==> src/rtl/xmb_pkg.sv <==
package xmb_pkg;

   typedef enum logic [1:0] {
      TGT_SRAM  = 2'd0,
      TGT_FLASH = 2'd1,
      TGT_XDEV  = 2'd2,
      TGT_RSVD  = 2'd3
   } xmb_tgt_e;

   typedef enum logic [2:0] {
      ST_IDLE = 3'd0,
      ST_WSET = 3'd1,
      ST_WSTB = 3'd2,
      ST_WREL = 3'd3,
      ST_RACT = 3'd4
   } xmb_state_e;

   localparam int unsigned NUM_CE   = 3;
   localparam int unsigned CE_SRAM  = 0;
   localparam int unsigned CE_FLASH = 1;
   localparam int unsigned CE_XDEV  = 2;

endpackage

==> src/rtl/xmb_decode.sv <==
module xmb_decode
   import xmb_pkg::*;
#(
   parameter int unsigned ADDR_W = 17,
   parameter int unsigned WIN_W  = 4
) (
   input  logic                  host,
   input  logic [1:0]            tgt,
   input  logic [ADDR_W-1:0]     addr,
   output logic [NUM_CE-1:0]     sel,
   output logic                  bad,
   output logic [ADDR_W-1:0]     map_addr
);

   logic [ADDR_W-1:0] win_addr;

   generate
      if (WIN_W < ADDR_W) begin : g_win_narrow
         localparam int unsigned PAD_W = ADDR_W - WIN_W;
         assign win_addr = {{PAD_W{1'b0}}, addr[WIN_W-1:0]};
      end else begin : g_win_full
         assign win_addr = addr;
      end
   endgenerate

   always_comb begin
      sel      = '0;
      bad      = 1'b0;
      map_addr = addr;
      case (xmb_tgt_e'(tgt))
         TGT_SRAM:  sel[CE_SRAM]  = 1'b1;
         TGT_FLASH: sel[CE_FLASH] = 1'b1;
         TGT_XDEV: begin
            map_addr = win_addr;
            if (host) bad = 1'b1;
            else      sel[CE_XDEV] = 1'b1;
         end
         default:   bad = 1'b1;
      endcase
   end

endmodule

==> src/rtl/xmb_seq.sv <==
module xmb_seq
   import xmb_pkg::*;
#(
   parameter int unsigned RD_CYCLES  = 2,
   parameter int unsigned WR_STROBES = 2
) (
   input  logic clk,
   input  logic rst_n,
   input  logic req_valid,
   input  logic req_we,
   input  logic req_bad,
   output logic req_ready,
   output logic load,
   output logic capture,
   output logic ce_act,
   output logic oe_act,
   output logic we_act,
   output logic drv_act,
   output logic done_q,
   output logic err_q
);

   localparam int unsigned CNT_MAX = (RD_CYCLES > WR_STROBES) ? RD_CYCLES : WR_STROBES;
   localparam int unsigned CNT_W   = $clog2(CNT_MAX + 1);

   generate
      if (RD_CYCLES < 1) begin : g_chk_rd
         $error("xmb_seq: RD_CYCLES must be at least 1");
      end
      if (WR_STROBES < 1) begin : g_chk_wr
         $error("xmb_seq: WR_STROBES must be at least 1");
      end
   endgenerate

   xmb_state_e       state_q, state_d;
   logic [CNT_W-1:0] cnt_q, cnt_d;
   logic             done_d, err_d;
   logic             idle;

   assign idle      = (state_q == ST_IDLE);
   assign req_ready = idle;
   assign load      = idle & req_valid & ~req_bad;
   assign capture   = (state_q == ST_RACT) && (cnt_q == '0);

   assign ce_act  = ~idle;
   assign oe_act  = (state_q == ST_RACT);
   assign we_act  = (state_q == ST_WSTB);
   assign drv_act = (state_q == ST_WSET) || (state_q == ST_WSTB) || (state_q == ST_WREL);

   always_comb begin
      state_d = state_q;
      cnt_d   = cnt_q;
      done_d  = 1'b0;
      err_d   = 1'b0;
      case (state_q)
         ST_IDLE: begin
            if (req_valid) begin
               if (req_bad) begin
                  done_d = 1'b1;
                  err_d  = 1'b1;
               end else if (req_we) begin
                  state_d = ST_WSET;
               end else begin
                  state_d = ST_RACT;
                  cnt_d   = CNT_W'(RD_CYCLES - 1);
               end
            end
         end
         ST_WSET: begin
            state_d = ST_WSTB;
            cnt_d   = CNT_W'(WR_STROBES - 1);
         end
         ST_WSTB: begin
            if (cnt_q == '0) state_d = ST_WREL;
            else             cnt_d   = cnt_q - 1'b1;
         end
         ST_WREL: begin
            state_d = ST_IDLE;
            done_d  = 1'b1;
         end
         ST_RACT: begin
            if (cnt_q == '0) begin
               state_d = ST_IDLE;
               done_d  = 1'b1;
            end else begin
               cnt_d = cnt_q - 1'b1;
            end
         end
         default: state_d = ST_IDLE;
      endcase
   end

   always_ff @(posedge clk or negedge rst_n) begin
      if (!rst_n) begin
         state_q <= ST_IDLE;
         cnt_q   <= '0;
         done_q  <= 1'b0;
         err_q   <= 1'b0;
      end else begin
         state_q <= state_d;
         cnt_q   <= cnt_d;
         done_q  <= done_d;
         err_q   <= err_d;
      end
   end

endmodule

==> src/rtl/xmb_datapath.sv <==
module xmb_datapath
   import xmb_pkg::*;
#(
   parameter int unsigned ADDR_W = 17,
   parameter int unsigned DATA_W = 8
) (
   input  logic              clk,
   input  logic              rst_n,
   input  logic              load,
   input  logic              capture,
   input  logic [ADDR_W-1:0] map_addr,
   input  logic [NUM_CE-1:0] sel,
   input  logic [DATA_W-1:0] wdata,
   input  logic [DATA_W-1:0] din,
   output logic [ADDR_W-1:0] addr_q,
   output logic [NUM_CE-1:0] sel_q,
   output logic [DATA_W-1:0] wdata_q,
   output logic [DATA_W-1:0] rdata_q
);

   always_ff @(posedge clk or negedge rst_n) begin
      if (!rst_n) begin
         addr_q  <= '0;
         sel_q   <= '0;
         wdata_q <= '0;
      end else if (load) begin
         addr_q  <= map_addr;
         sel_q   <= sel;
         wdata_q <= wdata;
      end
   end

   always_ff @(posedge clk or negedge rst_n) begin
      if (!rst_n)       rdata_q <= '0;
      else if (capture) rdata_q <= din;
   end

endmodule

==> src/rtl/xmem_bus_ctrl.sv <==
module xmem_bus_ctrl
   import xmb_pkg::*;
#(
   parameter int unsigned ADDR_W     = 17,
   parameter int unsigned DATA_W     = 8,
   parameter int unsigned WIN_W      = 4,
   parameter int unsigned RD_CYCLES  = 2,
   parameter int unsigned WR_STROBES = 2
) (
   input  logic              clk,
   input  logic              rst_n,
   input  logic              req_valid,
   output logic              req_ready,
   input  logic              req_host,
   input  logic [1:0]        req_tgt,
   input  logic [ADDR_W-1:0] req_addr,
   input  logic              req_we,
   input  logic [DATA_W-1:0] req_wdata,
   output logic              rsp_done,
   output logic              rsp_err,
   output logic [DATA_W-1:0] rsp_rdata,
   output logic [ADDR_W-1:0] mem_addr,
   output logic              mem_sram_n,
   output logic              mem_flash_n,
   output logic              mem_xdev_n,
   output logic              mem_oe_n,
   output logic              mem_we_n,
   output logic [DATA_W-1:0] mem_dout,
   output logic              mem_dout_en,
   input  logic [DATA_W-1:0] mem_din
);

   generate
      if (WIN_W < 1 || WIN_W > ADDR_W) begin : g_chk_win
         $error("xmem_bus_ctrl: WIN_W must lie in 1..ADDR_W");
      end
      if (DATA_W < 1) begin : g_chk_data
         $error("xmem_bus_ctrl: DATA_W must be positive");
      end
   endgenerate

   logic [NUM_CE-1:0] dec_sel, sel_q, ce_on;
   logic              dec_bad, load, capture;
   logic              ce_act, oe_act, we_act, drv_act;
   logic [ADDR_W-1:0] dec_addr;

   xmb_decode #(.ADDR_W(ADDR_W), .WIN_W(WIN_W)) u_decode (
      .host     (req_host),
      .tgt      (req_tgt),
      .addr     (req_addr),
      .sel      (dec_sel),
      .bad      (dec_bad),
      .map_addr (dec_addr)
   );

   xmb_seq #(.RD_CYCLES(RD_CYCLES), .WR_STROBES(WR_STROBES)) u_seq (
      .clk       (clk),
      .rst_n     (rst_n),
      .req_valid (req_valid),
      .req_we    (req_we),
      .req_bad   (dec_bad),
      .req_ready (req_ready),
      .load      (load),
      .capture   (capture),
      .ce_act    (ce_act),
      .oe_act    (oe_act),
      .we_act    (we_act),
      .drv_act   (drv_act),
      .done_q    (rsp_done),
      .err_q     (rsp_err)
   );

   xmb_datapath #(.ADDR_W(ADDR_W), .DATA_W(DATA_W)) u_dp (
      .clk      (clk),
      .rst_n    (rst_n),
      .load     (load),
      .capture  (capture),
      .map_addr (dec_addr),
      .sel      (dec_sel),
      .wdata    (req_wdata),
      .din      (mem_din),
      .addr_q   (mem_addr),
      .sel_q    (sel_q),
      .wdata_q  (mem_dout),
      .rdata_q  (rsp_rdata)
   );

   assign ce_on       = sel_q & {NUM_CE{ce_act}};
   assign mem_sram_n  = ~ce_on[CE_SRAM];
   assign mem_flash_n = ~ce_on[CE_FLASH];
   assign mem_xdev_n  = ~ce_on[CE_XDEV];
   assign mem_oe_n    = ~oe_act;
   assign mem_we_n    = ~we_act;
   assign mem_dout_en = drv_act;

endmodule

==> config.mk <==
export PLATFORM = sky130hd
export DESIGN_NAME = xmem_bus_ctrl
export DESIGN_NICKNAME = d
export VERILOG_FILES = /design/src/rtl/xmb_pkg.sv /design/src/rtl/xmb_decode.sv /design/src/rtl/xmb_seq.sv /design/src/rtl/xmb_datapath.sv /design/src/rtl/xmem_bus_ctrl.sv
export SDC_FILE = /design/constraint.sdc
export NUM_CORES = 1
export LEC_CHECK = 0
export ABC_AREA = 1
export BUFFER_PORTS_ARGS = -buffer_cell sky130_fd_sc_hd__buf_2
export CAP_MARGIN = 0
export CORE_MARGIN = 10
export CORE_UTILIZATION = 46
export CTS_CLUSTER_DIAMETER = 80
export DETAILED_ROUTE_END_ITERATION = 7
export GPL_ROUTABILITY_DRIVEN = 0
export PLACE_DENSITY = 0.74
export SETUP_SLACK_MARGIN = 0.15
export SYNTH_ARGS = -nofsm -noshare
export SYNTH_HDL_FRONTEND = slang
export SYNTH_SLANG_ARGS = --single-unit
==> constraint.sdc <==
create_clock -name clk -period 1.5 [get_ports clk]
set_input_delay 0.225 -clock clk [delete_from_list [all_inputs] [get_ports clk]]
set_output_delay 0.225 -clock clk [all_outputs]
set_load 0.01 [all_outputs]
==> report_table.html <==
<table>
<tr><th>Metric</th><th>Value</th></tr>
<tr><th colspan="2">Timing</th></tr>
<tr><td>Slew at the pin with the worst max-slew slack</td><td>379 ps</td></tr>
<tr><td>Number of pins with negative max-slew slack in the final report</td><td>0</td></tr>
<tr><td>Shortest period the worst path allows</td><td>1390 ps</td></tr>
<tr><td># setup viols final</td><td>0</td></tr>
<tr><td>Clk_skew</td><td>10.5 ps</td></tr>
<tr><td>Worst slew margin relative to its limit</td><td>0.747</td></tr>
<tr><td>Hold slack</td><td>125 ps</td></tr>
<tr><td>RSZ-0062 raised after global routing</td><td>yes</td></tr>
<tr><td>Final TNS setup</td><td>0 ps</td></tr>
<tr><td>Peak clock frequency supported by timing</td><td>718 MHz</td></tr>
<tr><td>Final hold violation count</td><td>0</td></tr>
<tr><td>Fin crit share</td><td>0.928</td></tr>
<tr><th colspan="2">Floorplanning</th></tr>
<tr><td>Top-level I/O count</td><td>82</td></tr>
<tr><td>Die extent in x</td><td>82.9 um</td></tr>
<tr><td>Starting density of the core</td><td>0.487</td></tr>
<tr><td>Die extent in y</td><td>82.9 um</td></tr>
<tr><td>Area of the die</td><td>0.00688 mm^2</td></tr>
<tr><td>Total core area</td><td>0.00374 mm^2</td></tr>
<tr><td>FP Rows</td><td>22</td></tr>
<tr><th colspan="2">Finish</th></tr>
<tr><td>Ratio of cells with drive above 1 in the final layout</td><td>0.445</td></tr>
<tr><td>Multi-input combinational cell area</td><td>696 um^2</td></tr>
<tr><td>Nets</td><td>323</td></tr>
<tr><td>Layout overhead on the synthesized area</td><td>38.5%</td></tr>
<tr><td>Filler cells</td><td>323</td></tr>
<tr><td>Area of all sequential standard cells</td><td>0.00108 mm^2</td></tr>
<tr><td>Number of diodes added for antenna fixing</td><td>0</td></tr>
<tr><th colspan="2">Synth</th></tr>
<tr><td>Syn_nets</td><td>232</td></tr>
<tr><td>Area share of xor/xnor cells in the synthesized design</td><td>0</td></tr>
<tr><td>Largest family of logic cells by synthesized area</td><td>simple AND/OR/NAND/NOR gates</td></tr>
<tr><td>Synth cell types</td><td>23</td></tr>
<tr><td>Synthesized cell area</td><td>0.00182 mm^2</td></tr>
<tr><td>Part of the Yosys area used for sequential elements</td><td>0.591</td></tr>
<tr><td>Fraction of the mapped netlist area in simple logic gates</td><td>0.269</td></tr>
<tr><td>Register bit count reported by yosys</td><td>43</td></tr>
<tr><td>Number of warnings issued by yosys</td><td>0</td></tr>
<tr><td>Number of standard cells after synthesis</td><td>191</td></tr>
<tr><td>Adder-cell share of the synthesized area</td><td>0.00687</td></tr>
<tr><td>Compound-cell area share of the yosys netlist</td><td>0.0337</td></tr>
<tr><td>Syn_area_per_cell</td><td>9.54 um^2</td></tr>
<tr><td>Proportion of synthesized area in mux cells</td><td>0.0495</td></tr>
<tr><th colspan="2">Worst hold path</th></tr>
<tr><td>Classification of the worst-slack hold path</td><td>in -&gt; reg</td></tr>
<tr><td>Hold Path Origin</td><td>req_wdata[3]</td></tr>
<tr><th colspan="2">Drt</th></tr>
<tr><td>Via density per instance</td><td>4.70</td></tr>
<tr><td>Average wire length per cell after detail routing</td><td>13.9 um</td></tr>
<tr><td>DRC errors left</td><td>0</td></tr>
<tr><td>Total wire length after detailed routing</td><td>4610 um</td></tr>
<tr><td>Starting DRC count in detailed routing</td><td>78</td></tr>
<tr><td>Remaining antenna violation count after routing</td><td>0</td></tr>
<tr><td>Pre-Repair DR Iteration Count</td><td>4</td></tr>
<tr><td>Overall via count from detail_route</td><td>1555</td></tr>
<tr><th colspan="2">Clock network</th></tr>
<tr><td>TritonCTS clock tree</td><td>built</td></tr>
<tr><td>H-tree levels</td><td>2</td></tr>
<tr><td>CTS Buf Count</td><td>5</td></tr>
<tr><td>Number of clock sinks</td><td>43</td></tr>
<tr><td>CTS max path bufs</td><td>2</td></tr>
<tr><td>Clock slew at reported path FFs</td><td>80 ps</td></tr>
<tr><td>Cell at the root of the clock tree</td><td>sky130_fd_sc_hd__clkbuf_8</td></tr>
<tr><td>Clock insertion delay at the later pin of the skew report</td><td>300 ps</td></tr>
<tr><th colspan="2">Critical path</th></tr>
<tr><td>Crit end category</td><td>primary output</td></tr>
<tr><td>Slowest library cell on the worst path</td><td>sky130_fd_sc_hd__dfrtp_1</td></tr>
<tr><td>Cell chain of the critical path</td><td>nor2_4, buf_4, nor2_1, buf_2</td></tr>
<tr><td>Largest stage delay, worst path</td><td>410 ps</td></tr>
<tr><td>Reg-to-reg critical path startpoint</td><td>u_seq.state_q[1]$_DFFE_PN0P_</td></tr>
<tr><td>CP arrival</td><td>1170 ps</td></tr>
<tr><td>Class of the most critical setup path</td><td>reg -&gt; out</td></tr>
<tr><td>Setup crit start</td><td>u_seq.state_q[1]$_DFFE_PN0P_</td></tr>
<tr><td>Data required time of the worst path</td><td>1270 ps</td></tr>
<tr><td>Category of the worst setup path launch point</td><td>flip-flop</td></tr>
<tr><td>CP max FO</td><td>3</td></tr>
<tr><th colspan="2">Power and ir drop</th></tr>
<tr><td>Power consumption</td><td>0.00528 W</td></tr>
<tr><td>Largest vdd supply drop</td><td>1.03 mV</td></tr>
<tr><td>Static leakage</td><td>1.41 nW</td></tr>
<tr><td>Power density cells</td><td>2090 mW/mm^2</td></tr>
<tr><th colspan="2">Global route</th></tr>
<tr><td>Antenna violations before repair</td><td>0</td></tr>
<tr><td>Maximum number of pins on one net before global-route repair</td><td>44</td></tr>
<tr><td>GRT Residual Overflow</td><td>0</td></tr>
<tr><td>GRT Overall Usage</td><td>0.128</td></tr>
<tr><td>Wire length of the first global-routing pass</td><td>7540 um</td></tr>
<tr><td>Vias in the first global route</td><td>1603</td></tr>
<tr><th colspan="2">Run</th></tr>
<tr><td>Max-Cap Viols</td><td>0</td></tr>
<tr><th colspan="2">Placement</th></tr>
<tr><td>Detailed Place HPWL</td><td>3570 um</td></tr>
<tr><td>Input/output buffers</td><td>81</td></tr>
<tr><th colspan="2">Status</th></tr>
<tr><td>Run status</td><td>complete, no violations</td></tr>
</table>
-- repair_timing --
action,4_1_cts,5_1_grt
gates resized for setup,10,14
pin swaps,2,3
buffers inserted,3,2
hold buffers,1,0
endpoints found under the setup margin,6,46
endpoints found under the hold margin,43,0
-- layout make-up --
type | count | share of cell area
inverter | 12 | 0.0208
tap | 48 | 0.0238
sequential | 43 | 0.427
clock buffer | 5 | 0.0273
clock inverter | 3 | 0.0174
multi-input combinational | 131 | 0.276
timing repair buffer | 89 | 0.208
-- layout by cell type, fill, tap and decap left out, types with 2 or more instances in the layout --
master and count:
sky130_fd_sc_hd__a21oi_1 4, sky130_fd_sc_hd__buf_12 2, sky130_fd_sc_hd__buf_2 76, sky130_fd_sc_hd__buf_4 5, sky130_fd_sc_hd__buf_6 5, sky130_fd_sc_hd__clkbuf_8 5, sky130_fd_sc_hd__dfrtp_1 42, sky130_fd_sc_hd__inv_1 6
sky130_fd_sc_hd__inv_2 3, sky130_fd_sc_hd__inv_4 3, sky130_fd_sc_hd__mux2_2 8, sky130_fd_sc_hd__nand2_1 76, sky130_fd_sc_hd__nand2_2 4, sky130_fd_sc_hd__nand2_4 2, sky130_fd_sc_hd__nand3_1 18, sky130_fd_sc_hd__nand3_2 4
sky130_fd_sc_hd__nor2_1 4, sky130_fd_sc_hd__nor2_4 3, sky130_fd_sc_hd__o21ai_0 2
-- metal layers --
layer,track usage,part of all wire
met1,0.162,0.44
met2,0.186,0.45
met3,0.0664,0.11
met4,0.0369,0.0046
met5,0,0
-- cells in the mapped netlist (all sizes together) --
library cell  count  area share
nand3            22       0.063
mux2              8       0.049
o31ai             1      0.0041
dfrtp            43        0.59
o21bai            1      0.0041
o211ai            1      0.0041
a21oi             4       0.011
ha                1      0.0069
o21ai             3       0.010
nand2            82        0.17
buf               4       0.023
nor2              8       0.031
inv              12       0.026
clkbuf            1      0.0021
-- state kept, by name, summed over array words and instances, names as in the netlist --
signal / flops
u_dp.addr_q: 17
u_dp.rdata_q: 8
u_dp.wdata_q: 8
u_dp.sel_q: 3
u_seq.state_q: 3
u_seq.cnt_q: 2
u_seq.done_q: 1
u_seq.err_q: 1
-- report_power, final --
| part | total, W | internal, W | switching (W) |
|---|---|---|---|
| clock | 0.000872 | 0.000495 | 0.000377 |
| combinational | 0.00240 | 0.00105 | 0.00135 |
| sequential | 0.00200 | 0.00170 | 0.000299 |
-- worst max-delay path: cells and delay by family, from the launching register on --
kind	cells	cell delay, ps
flops	1	410
simple gates	2	200
buf+inv	2	290
-- kinds of logic (layout without fill, tap and decap cells) --
family	after synthesis	in the layout
adders and majority gates	1	1
muxes	8	8
buffers and inverters	17	109
DFF	43	43
and+or+nand+nor	112	112
AOI/OAI and AO/OA	10	10
-- final timing paths --
path	end	slack [ps]	cells past startpoint
min	u_dp.wdata_q[3]$_DFFE_PN0P_	120	3
max	mem_dout_en	110	4
min in group asynchronous	u_dp.addr_q[6]$_DFFE_PN0P_	420	3
max reg2reg	u_dp.rdata_q[3]$_DFFE_PN0P_	140	4
min reg2reg	u_dp.wdata_q[3]$_DFFE_PN0P_	470	2
max in group asynchronous	u_seq.state_q[2]$_DFFE_PN0P_	850	3
-- per-stage QoR --
| stage | std cells | util | worst slack [ps] | instance area (um^2) |
|---|---|---|---|---|
| detailed placement | 317 | 0.610 | 147 | 2280 |
| global route | 331 | 0.674 | 33.4 | 2520 |
| global placement | 317 | 0.610 | 204 | 2280 |
| CTS | 329 | 0.657 | 80.3 | 2460 |
| floorplan | 191 | - | 257 | 1820 |
| finish | 331 | 0.674 | 107 | 2520 |
Power figures use the tool's default switching activity.
